**config.mk**
```make
export PLATFORM = sky130hd
export DESIGN_NAME = isqrt_taylor_seg
export DESIGN_NICKNAME = d
export VERILOG_FILES = /design/src/rtl/isqrt_pkg.sv /design/src/rtl/isqrt_coef_rom.sv /design/src/rtl/isqrt_prep.sv /design/src/rtl/isqrt_norm.sv /design/src/rtl/isqrt_taylor_seg.sv
export SDC_FILE = /design/constraint.sdc
export NUM_CORES = 2
export LEC_CHECK = 0
export BUFFER_PORTS_ARGS = -buffer_cell sky130_fd_sc_hd__buf_2
export CAP_MARGIN = 0
export CORE_MARGIN = 1
export CORE_UTILIZATION = 30
export CTS_CLUSTER_DIAMETER = 150
export DETAILED_ROUTE_END_ITERATION = 8
export HOLD_SLACK_MARGIN = 0.08
export PLACE_DENSITY = 0.56
export SYNTH_ARGS = -nofsm -noshare
export SYNTH_HDL_FRONTEND = slang
export SYNTH_SLANG_ARGS = --single-unit
```
**constraint.sdc**
```tcl
create_clock -name clk -period 13.8 [get_ports clk]
set_input_delay 1.38 -clock clk [delete_from_list [all_inputs] [get_ports clk]]
set_output_delay 1.38 -clock clk [all_outputs]
set_load 0.01 [all_outputs]
```
**src/rtl/isqrt_pkg.sv**
```systemverilog
package isqrt_pkg;

    localparam int FIX_W    = 32;
    localparam int FIX_F    = 28;
    localparam int SEG_BITS = 3;
    localparam int SEGS     = 1 << SEG_BITS;
    localparam int TERMS    = 5;
    localparam int IDX_W    = $clog2(TERMS);
    localparam int IDX_N    = 1 << IDX_W;

    typedef logic signed [FIX_W-1:0]   fix_t;
    typedef logic signed [2*FIX_W-1:0] wide_t;

    typedef enum logic [2:0] {
        ST_IDLE,
        ST_INIT,
        ST_MAC,
        ST_SCALE,
        ST_FIN
    } seq_state_e;

    typedef struct packed {
        logic [SEG_BITS-1:0] seg;
        fix_t                y;
        logic                odd;
    } op_t;

    function automatic real pow2r(input int e);
        real r;
        r = 1.0;
        for (int i = 0; i < e; i++) r = r * 2.0;
        for (int i = 0; i > e; i--) r = r / 2.0;
        return r;
    endfunction

    // Taylor coefficient n of x^(-1/2) about the midpoint of segment seg
    function automatic fix_t coef_val(input int seg, input int n);
        real a;
        real t;
        real b;
        a = 1.0 + (real'(seg) + 0.5) / real'(SEGS);
        t = 1.0 / $sqrt(a);
        b = 1.0;
        for (int i = 1; i <= n; i++) begin
            b = b * (0.5 - real'(i)) / real'(i);
            t = t / a;
        end
        return fix_t'($rtoi(b * t * pow2r(FIX_F)));
    endfunction

    localparam fix_t SQRT2_FIX = fix_t'($rtoi($sqrt(2.0) * pow2r(FIX_F)));

    function automatic fix_t fix_mul(input fix_t a, input fix_t b);
        wide_t p;
        p = wide_t'(a) * wide_t'(b);
        return fix_t'(p >>> FIX_F);
    endfunction

endpackage

```
**src/rtl/isqrt_coef_rom.sv**
```systemverilog
module isqrt_coef_rom
    import isqrt_pkg::*;
(
    input  logic [SEG_BITS-1:0] seg_i,
    input  logic [IDX_W-1:0]    idx_i,
    output fix_t                coef_o
);

    fix_t table_w [SEGS][IDX_N];

    for (genvar s = 0; s < SEGS; s++) begin : g_seg
        for (genvar n = 0; n < IDX_N; n++) begin : g_term
            if (n < TERMS) begin : g_live
                localparam fix_t C = coef_val(s, n);
                assign table_w[s][n] = C;
            end else begin : g_pad
                assign table_w[s][n] = '0;
            end
        end
    end

    assign coef_o = table_w[seg_i][idx_i];

endmodule

```
**src/rtl/isqrt_prep.sv**
```systemverilog
module isqrt_prep
    import isqrt_pkg::*;
#(
    parameter int FRAC_W = 23,
    parameter int EXP_W  = 10
) (
    input  logic [FRAC_W-1:0]       frac_i,
    input  logic signed [EXP_W-1:0] exp_i,
    output op_t                     op_o,
    output logic signed [EXP_W-1:0] exp_base_o
);

    localparam int REM_W = FRAC_W - SEG_BITS;
    localparam int SHIFT = FIX_F - FRAC_W;

    logic [REM_W-1:0]        rem;
    logic signed [EXP_W-1:0] half_e;

    assign rem        = frac_i[REM_W-1:0];
    assign op_o.seg   = frac_i[FRAC_W-1 -: SEG_BITS];
    assign op_o.y     = (fix_t'({1'b0, rem}) - fix_t'(1 << (REM_W - 1))) <<< SHIFT;
    assign op_o.odd   = exp_i[0];
    assign half_e     = exp_i >>> 1;
    // -floor(E/2) - 1 equals the bitwise complement of floor(E/2)
    assign exp_base_o = ~half_e;

endmodule

```
**src/rtl/isqrt_norm.sv**
```systemverilog
module isqrt_norm
    import isqrt_pkg::*;
#(
    parameter int FRAC_W = 23,
    parameter int EXP_W  = 10
) (
    input  fix_t                    val_i,
    input  logic signed [EXP_W-1:0] exp_base_i,
    output logic [FRAC_W:0]         mant_o,
    output logic signed [EXP_W-1:0] exp_o
);

    localparam int   SHIFT = FIX_F - FRAC_W;
    localparam fix_t ONE   = fix_t'(1) <<< FRAC_W;
    localparam fix_t TWO   = fix_t'(1) <<< (FRAC_W + 1);

    fix_t m;

    always_comb begin
        m      = val_i >>> SHIFT;
        mant_o = m[FRAC_W:0];
        exp_o  = exp_base_i;
        if (m >= TWO) begin
            mant_o = m[FRAC_W+1:1];
            exp_o  = exp_base_i + {{(EXP_W-1){1'b0}}, 1'b1};
        end else if (m < ONE) begin
            mant_o = {1'b1, {FRAC_W{1'b0}}};
        end
    end

endmodule

```
**src/rtl/isqrt_taylor_seg.sv**
```systemverilog
module isqrt_taylor_seg
    import isqrt_pkg::*;
#(
    parameter int FRAC_W = 23,
    parameter int EXP_W  = 10
) (
    input  logic                    clk,
    input  logic                    rst,
    input  logic                    start_i,
    input  logic [FRAC_W-1:0]       frac_i,
    input  logic signed [EXP_W-1:0] exp_i,
    output logic                    done_o,
    output logic [FRAC_W:0]         mant_o,
    output logic signed [EXP_W-1:0] exp_o
);

    seq_state_e              state;
    op_t                     op_q;
    op_t                     op_in;
    logic signed [EXP_W-1:0] expb_q;
    logic signed [EXP_W-1:0] expb_in;
    logic [IDX_W-1:0]        idx_q;
    fix_t                    acc;
    fix_t                    coef;
    logic [FRAC_W:0]         norm_mant;
    logic signed [EXP_W-1:0] norm_exp;

    isqrt_prep #(.FRAC_W(FRAC_W), .EXP_W(EXP_W)) u_prep (
        .frac_i     (frac_i),
        .exp_i      (exp_i),
        .op_o       (op_in),
        .exp_base_o (expb_in)
    );

    isqrt_coef_rom u_rom (
        .seg_i  (op_q.seg),
        .idx_i  (idx_q),
        .coef_o (coef)
    );

    isqrt_norm #(.FRAC_W(FRAC_W), .EXP_W(EXP_W)) u_norm (
        .val_i      (acc),
        .exp_base_i (expb_q),
        .mant_o     (norm_mant),
        .exp_o      (norm_exp)
    );

    always_ff @(posedge clk) begin
        if (rst) begin
            state  <= ST_IDLE;
            op_q   <= '0;
            expb_q <= '0;
            idx_q  <= '0;
            acc    <= '0;
            done_o <= 1'b0;
            mant_o <= '0;
            exp_o  <= '0;
        end else begin
            done_o <= 1'b0;
            unique case (state)
                ST_IDLE: begin
                    if (start_i) begin
                        op_q   <= op_in;
                        expb_q <= expb_in;
                        idx_q  <= IDX_W'(TERMS - 1);
                        state  <= ST_INIT;
                    end
                end
                ST_INIT: begin
                    acc   <= coef;
                    idx_q <= idx_q - 1'b1;
                    state <= ST_MAC;
                end
                ST_MAC: begin
                    acc <= fix_mul(acc, op_q.y) + coef;
                    if (idx_q == '0) state <= ST_SCALE;
                    else             idx_q <= idx_q - 1'b1;
                end
                ST_SCALE: begin
                    acc   <= op_q.odd ? fix_mul(acc, SQRT2_FIX) : (acc <<< 1);
                    state <= ST_FIN;
                end
                ST_FIN: begin
                    mant_o <= norm_mant;
                    exp_o  <= norm_exp;
                    done_o <= 1'b1;
                    state  <= ST_IDLE;
                end
                default: state <= ST_IDLE;
            endcase
        end
    end

    AST_DONE_ONE_CYCLE: assert property (@(posedge clk) disable iff (rst) done_o |=> !done_o);
    AST_MANT_NORMAL: assert property (@(posedge clk) disable iff (rst) done_o |-> mant_o[FRAC_W]);
    AST_EXP_WINDOW: assert property (@(posedge clk) disable iff (rst)
        done_o |-> (exp_o == expb_q || exp_o == expb_q + {{(EXP_W-1){1'b0}}, 1'b1}));
    AST_BUSY_OP_FROZEN: assert property (@(posedge clk) disable iff (rst)
        (state != ST_IDLE) |=> $stable(op_q));
    AST_OUT_HOLD: assert property (@(posedge clk) disable iff (rst)
        !done_o |-> ($stable(mant_o) && $stable(exp_o)));
    AST_IDX_RANGE: assert property (@(posedge clk) disable iff (rst)
        (state == ST_MAC) |-> (idx_q < IDX_W'(TERMS - 1)));

endmodule

```
[Word level (Yosys, flattened, before mapping)]
Memories as Yosys holds them, arrays and structs flattened.
Index checks and enable logic that the tools add are counted.
Word-level totals
  output and inout bits: 35
  input port bits: 36
  word-level logic and storage cells: 55
  memories kept: 1
  register bits: 108
  bits in read-only memories: 2048
Memories
  (no name shown): depth 8, width 256, read ports 1, clocked after memory_dff 0, write ports 0, line isqrt_coef_rom.sv:22  | assign coef_o = table_w[seg_i][idx_i];
Cells by class
  multipliers: 2
  add/subtract/negate cells: 4
  mux-type cells: 17
  magnitude comparators: 4
  bitwise gates (word level): 3
  equality and inequality tests: 7
  reductions and logical operators: 7
Operators by type and width (count)
  $mux 256: 2
  $bmux 32 s3: 1
  $mux 32: 3
  $pmux 32 s3: 1
  $mul 32x29->59 const B: 1
  $mul 32x21->53: 1
  $mux 24: 2
  $add 32x32->32: 1
  $ge 27x26->1 const B: 1
  $lt 27x25->1 const B: 1
  $sub 20x20->21 const B: 1
  $mux 3: 4
  $pmux 3 s4: 1
  $add 10x1->10 const B: 1
  $mux 10: 1
  $not 9->10: 1
  $pmux 3 s3: 1
  $ge 4x4->1 const B: 2
  $not 3->4: 2
  $eq 3x2->1 const B: 2
  $logic_not 3->1: 2
  $ne 2x2->1 const B: 3
  $reduce_bool 3->1: 2
  $reduce_and 2->1: 2
  5 further kinds: 5

[Longest topological paths before layout]
  depth after elaboration: 9
  gate-level depth with buffers: 39
  depth with buffers taken out: 36

[By module]
From an unflattened synthesis, not the netlist that was laid out.
Unflattened totals
  cell total of the unflattened synthesis: 6475
  area total of the unflattened synthesis: 59449.5 sq um
By module, submodules not included
  isqrt_taylor_seg: seq. area each 2382.3 sq um, instances 1, area each 56699.4 sq um, cells an instance 6027
  isqrt_coef_rom: seq. area each 0.0 sq um, instances 1, area each 1885.6 sq um, cells an instance 294
  isqrt_norm: seq. area each 0.0 sq um, instances 1, area each 553.0 sq um, cells an instance 107
  isqrt_prep: seq. area each 0.0 sq um, instances 1, area each 311.5 sq um, cells an instance 47

[Worst setup path before layout]
No wires, ideal clock.
  path kind: register to register
  start point: register acc[31]
  end point: register acc[29]
  clock period less this slack: 10.465 ns
  setup time: 0.095 ns
  arrival: 10.370 ns
  stages on the path, launching flop included: 35
  data required time: 13.705 ns
  path buffers: 2
  setup slack: 3.335 ns
  path through: dfxtp_1 clkbuf_1 clkbuf_1 and2_1 fa_1 fa_1 fa_1 inv_1 fa_1 inv_1 fa_1 fa_1 inv_1 fa_1 inv_1 ha_1 a21o_1 a21o_1 a21oi_1 o21ai_0 a2bb2oi_1 o21ai_2 o21a_1 nor2_1 ha_1 a21o_1 a21o_1 a21oi_1 o21ai_0 a21oi_1 o21ai_0 a21oi_1 xnor2_1 a221oi_1 a221oi_1
Between the ends
  longest elaborated chain between the ends: 3
  elaborated cells on any way between the ends: 5
  those cells by class: add/sub: 1; mul: 2; mux: 2
RTL lines
  from (decl): line isqrt_taylor_seg.sv:23  | fix_t acc;
  from (signal assigned): line isqrt_taylor_seg.sv:70  | acc <= coef;
  from (signal assigned): line isqrt_taylor_seg.sv:75  | acc <= fix_mul(acc, op_q.y) + coef;
  from (signal assigned): line isqrt_taylor_seg.sv:80  | acc <= op_q.odd ? fix_mul(acc, SQRT2_FIX) : (acc <<< 1);
  $mul 32x21->53 or $mul 32x29->59 (tied branches): line isqrt_pkg.sv:55  | p = wide_t'(a) * wide_t'(b);
  $add 32x32->32 or $mux 32 (tied branches): line isqrt_taylor_seg.sv:75, isqrt_taylor_seg.sv:80
  $pmux 32 s3 (*): line isqrt_taylor_seg.sv:60  | unique case (state)
Mark *: on every way between the ends. The rest lies on a longest branch, timed or not.
A chain may end at the register's enable or synchronous reset.

[Worst setup path after layout]
  start point: register acc[14]
  end point: register acc[29]
The elaborated chain is that of the path after synthesis.

==> impl_metrics.tcl <==
set metrics [dict create \
    gp_congestion 0.933 \
    cts.path.max_buffers 2 \
    area_delta_synth_final_pct 6.26 \
    final_net_count 6894 \
    period_share_pct 73.1 \
    dp.cells 7313 \
    cts_tree "done" \
    cap_violations 0 \
    synth_top_area_share_pct 45.4 \
    yosys_warnings 0 \
    seq_area_sq_um 2170 \
    stdcell_count 7331 \
    synthTopCellsByCount "inv_1 (1333), fa_1 (1074), nand2_1 (625), ha_1 (518), and2_1 (234)" \
    hold_path.class "flip-flop to flip-flop" \
    drt_pass1_iterations 6 \
    fin_setup_tns_ps 0 \
    synth_seq_cells 106 \
    numCtsBuffers 9 \
    cts_root_buf "clkbuf_16" \
    ant_nets 0 \
    synth_simple_gate_area_share_pct 12.2 \
    synthCells 5344 \
    final_hold_viol_count 0 \
    ys_async_sr_fraction_pct 0 \
    clkSinkCount 106 \
    maxSlewHeadroom_pct 2.67 \
    worst_pin_slew_ps 1450 \
    cp_top_family "adder cells" \
    synth_adder_area_share_pct 59.1 \
    cp_max_fo 24 \
    required_ps 14150 \
    vias 36400 \
    multi_input_area_sq_um 39400 \
    fin_skew_ps 28.5 \
    critical_path_class "flip-flop to flip-flop" \
    synth_top_family_by_area "adder cells" \
    wl_um 152000 \
    synth_xor_area_share_pct 2.29 \
    end_kind "flip-flop" \
    postCtsSetupBuffers 0 \
    synth_compound_area_share_pct 9.38 \
    drt-initial-drc-count 3045 \
    path_buf_inv 6 \
    status "complete, no violations" \
    antenna_found_initial 6 \
    fp.dieW_um 399 \
    postCtsHoldBufs 0 \
    critical-path-max-stage-delay_ps 720 \
    start_kind "flip-flop" \
    yosysMostFrequentCell "inv_1" \
    portBuffers 70 \
    grt_pass1_wl_um 238000 \
    dp_hpwl_um 118000 \
    boundaryPins 71 \
    drc_errors 0 \
    synth.distinct_cells 77 \
    cts-resized-gates 0 \
    grt_max_degree 78 \
    crit_slowest_cell "dfxtp_2" \
    core_sq_um 157000 \
    track_usage_pct 19.7 \
    synthTopCellsByArea "fa_1 (45%), ha_1 (14%), inv_1 (11%)" \
    worstPathArrival_ps 10440 \
    insertion_delay_ps 440 \
    die-area_sq_um 160000 \
    min_period_ps 10090 \
    fill_cells 16400 \
    drv_slew 0 \
    clk_transition_reported_paths_ps 110 \
    fmax_ghz 0.0991 \
    synth_area_per_cell_sq_um 8.87 \
    detail_route.wl_per_cell_um 20.8 \
    grt_pass1_vias 38500 \
    finalSetupViolCount 0 \
    worst_path_most_repeated_cell "fa_1" \
    ys_seq_area_share_pct 4.48 \
    yosysTopAreaCell "fa_1" \
    via_per_inst 4.97 \
    synthMuxAreaShare_pct 0.177 \
    grt-ovfl-total 0 \
    row_count 145 \
    start_util_pct 30.3 \
    netlist_area_sq_um 47400 \
    htreeDepth 3 \
    syn_nets 6972 \
    die_y_um 399 \
    synthFlopType "dfxtp_1" \
    synth_edf_count 0 \
    layout-drive-gt1-share_pct 4.23 \
    rsz0062_at_grt "no" \
]
## state kept, by name (all words and copies together) (netlist names)
signal / cells
state: 3
expb_q: 9
op_q: 24
done_o: 1
exp_o: 10
mant_o: 24
idx_q: 3
acc: 32
## stage by stage
stage | utilization (%) | setup WS [ps] | area [sq um] | hold slack [ps]
floorplan | - | 3340 | 47400 | 471
global placement | 32.0 | 3970 | 50000 | 449
detailed placement | 32.0 | 3870 | 50000 | 454
CTS | 32.2 | 3880 | 50300 | 467
global route | 32.2 | 3300 | 50300 | 474
finish | 32.2 | 3710 | 50300 | 465
## final cells by class
type,instances,share of cell area [%]
well taps,2058,5.11
diodes,2,0.00994
clock inverters,7,0.152
inverters,1336,9.96
clock buffers,9,0.447
multi-input cells,3672,78.2
flip-flops and latches,106,4.31
repair buffers,141,1.76
## layer usage
metal / share of wire (%) / track usage (%) / vias up
met4: 3.6 / 5.93 / 6
li1: - / - / 16100
met2: 44 / 30.4 / 1333
met5: 0.025 / 0 / -
met3: 7.6 / 3.60 / 247
met1: 45 / 27.9 / 18700
## cells in the final DEF (no fill, tap or decap), drive strengths merged, types with 28 or more instances in the layout
| cell | netlist | routed |
|---|---|---|
| a211oi | 63 | 63 |
| xnor2 | 89 | 89 |
| nor3 | 28 | 28 |
| dfxtp | 106 | 106 |
| and2 | 234 | 234 |
| a311oi | 28 | 28 |
| nand3 | 64 | 64 |
| nand2 | 625 | 625 |
| ha | 518 | 518 |
| inv | 1334 | 1335 |
| nor2 | 203 | 203 |
| fa | 1074 | 1074 |
| xor2 | 35 | 35 |
| a21o | 56 | 56 |
| o21ai | 126 | 126 |
| a21oi | 219 | 219 |
| buf | 18 | 141 |
## final timing paths
path	from	to	slack [ps]	cells past startpoint
worst max-delay path	acc[14]$_SDFFE_PP0P_	acc[29]$_SDFFE_PP0P_	3710	34
worst min-delay path	exp_o[9]$_SDFFE_PP0P_	exp_o[9]$_SDFFE_PP0P_	470	2
worst max register to register	acc[14]$_SDFFE_PP0P_	acc[29]$_SDFFE_PP0P_	3710	34
worst min register to register	exp_o[9]$_SDFFE_PP0P_	exp_o[9]$_SDFFE_PP0P_	470	2
## worst reg2reg max path, delay by kind of cell (launching register included)
family	cells	cell delay, ps
compound gates	15	3770
fa+ha+maj	9	3960
xor+xnor	2	420
flops	1	720
simple gates	2	420
buf+inv	6	730
## logic make-up after synthesis
kind of cell,count (synthesis)
AOI/OAI and AO/OA,684
xor gates and xnor gates,124
adders and majority gates,1592
buffers and inverters,1566
DFF,106
muxes,8
and+or+nand+nor,1264
Power is not shown: default switching activity piles up to over one toggle a cycle in this logic, so the estimate is an artifact.
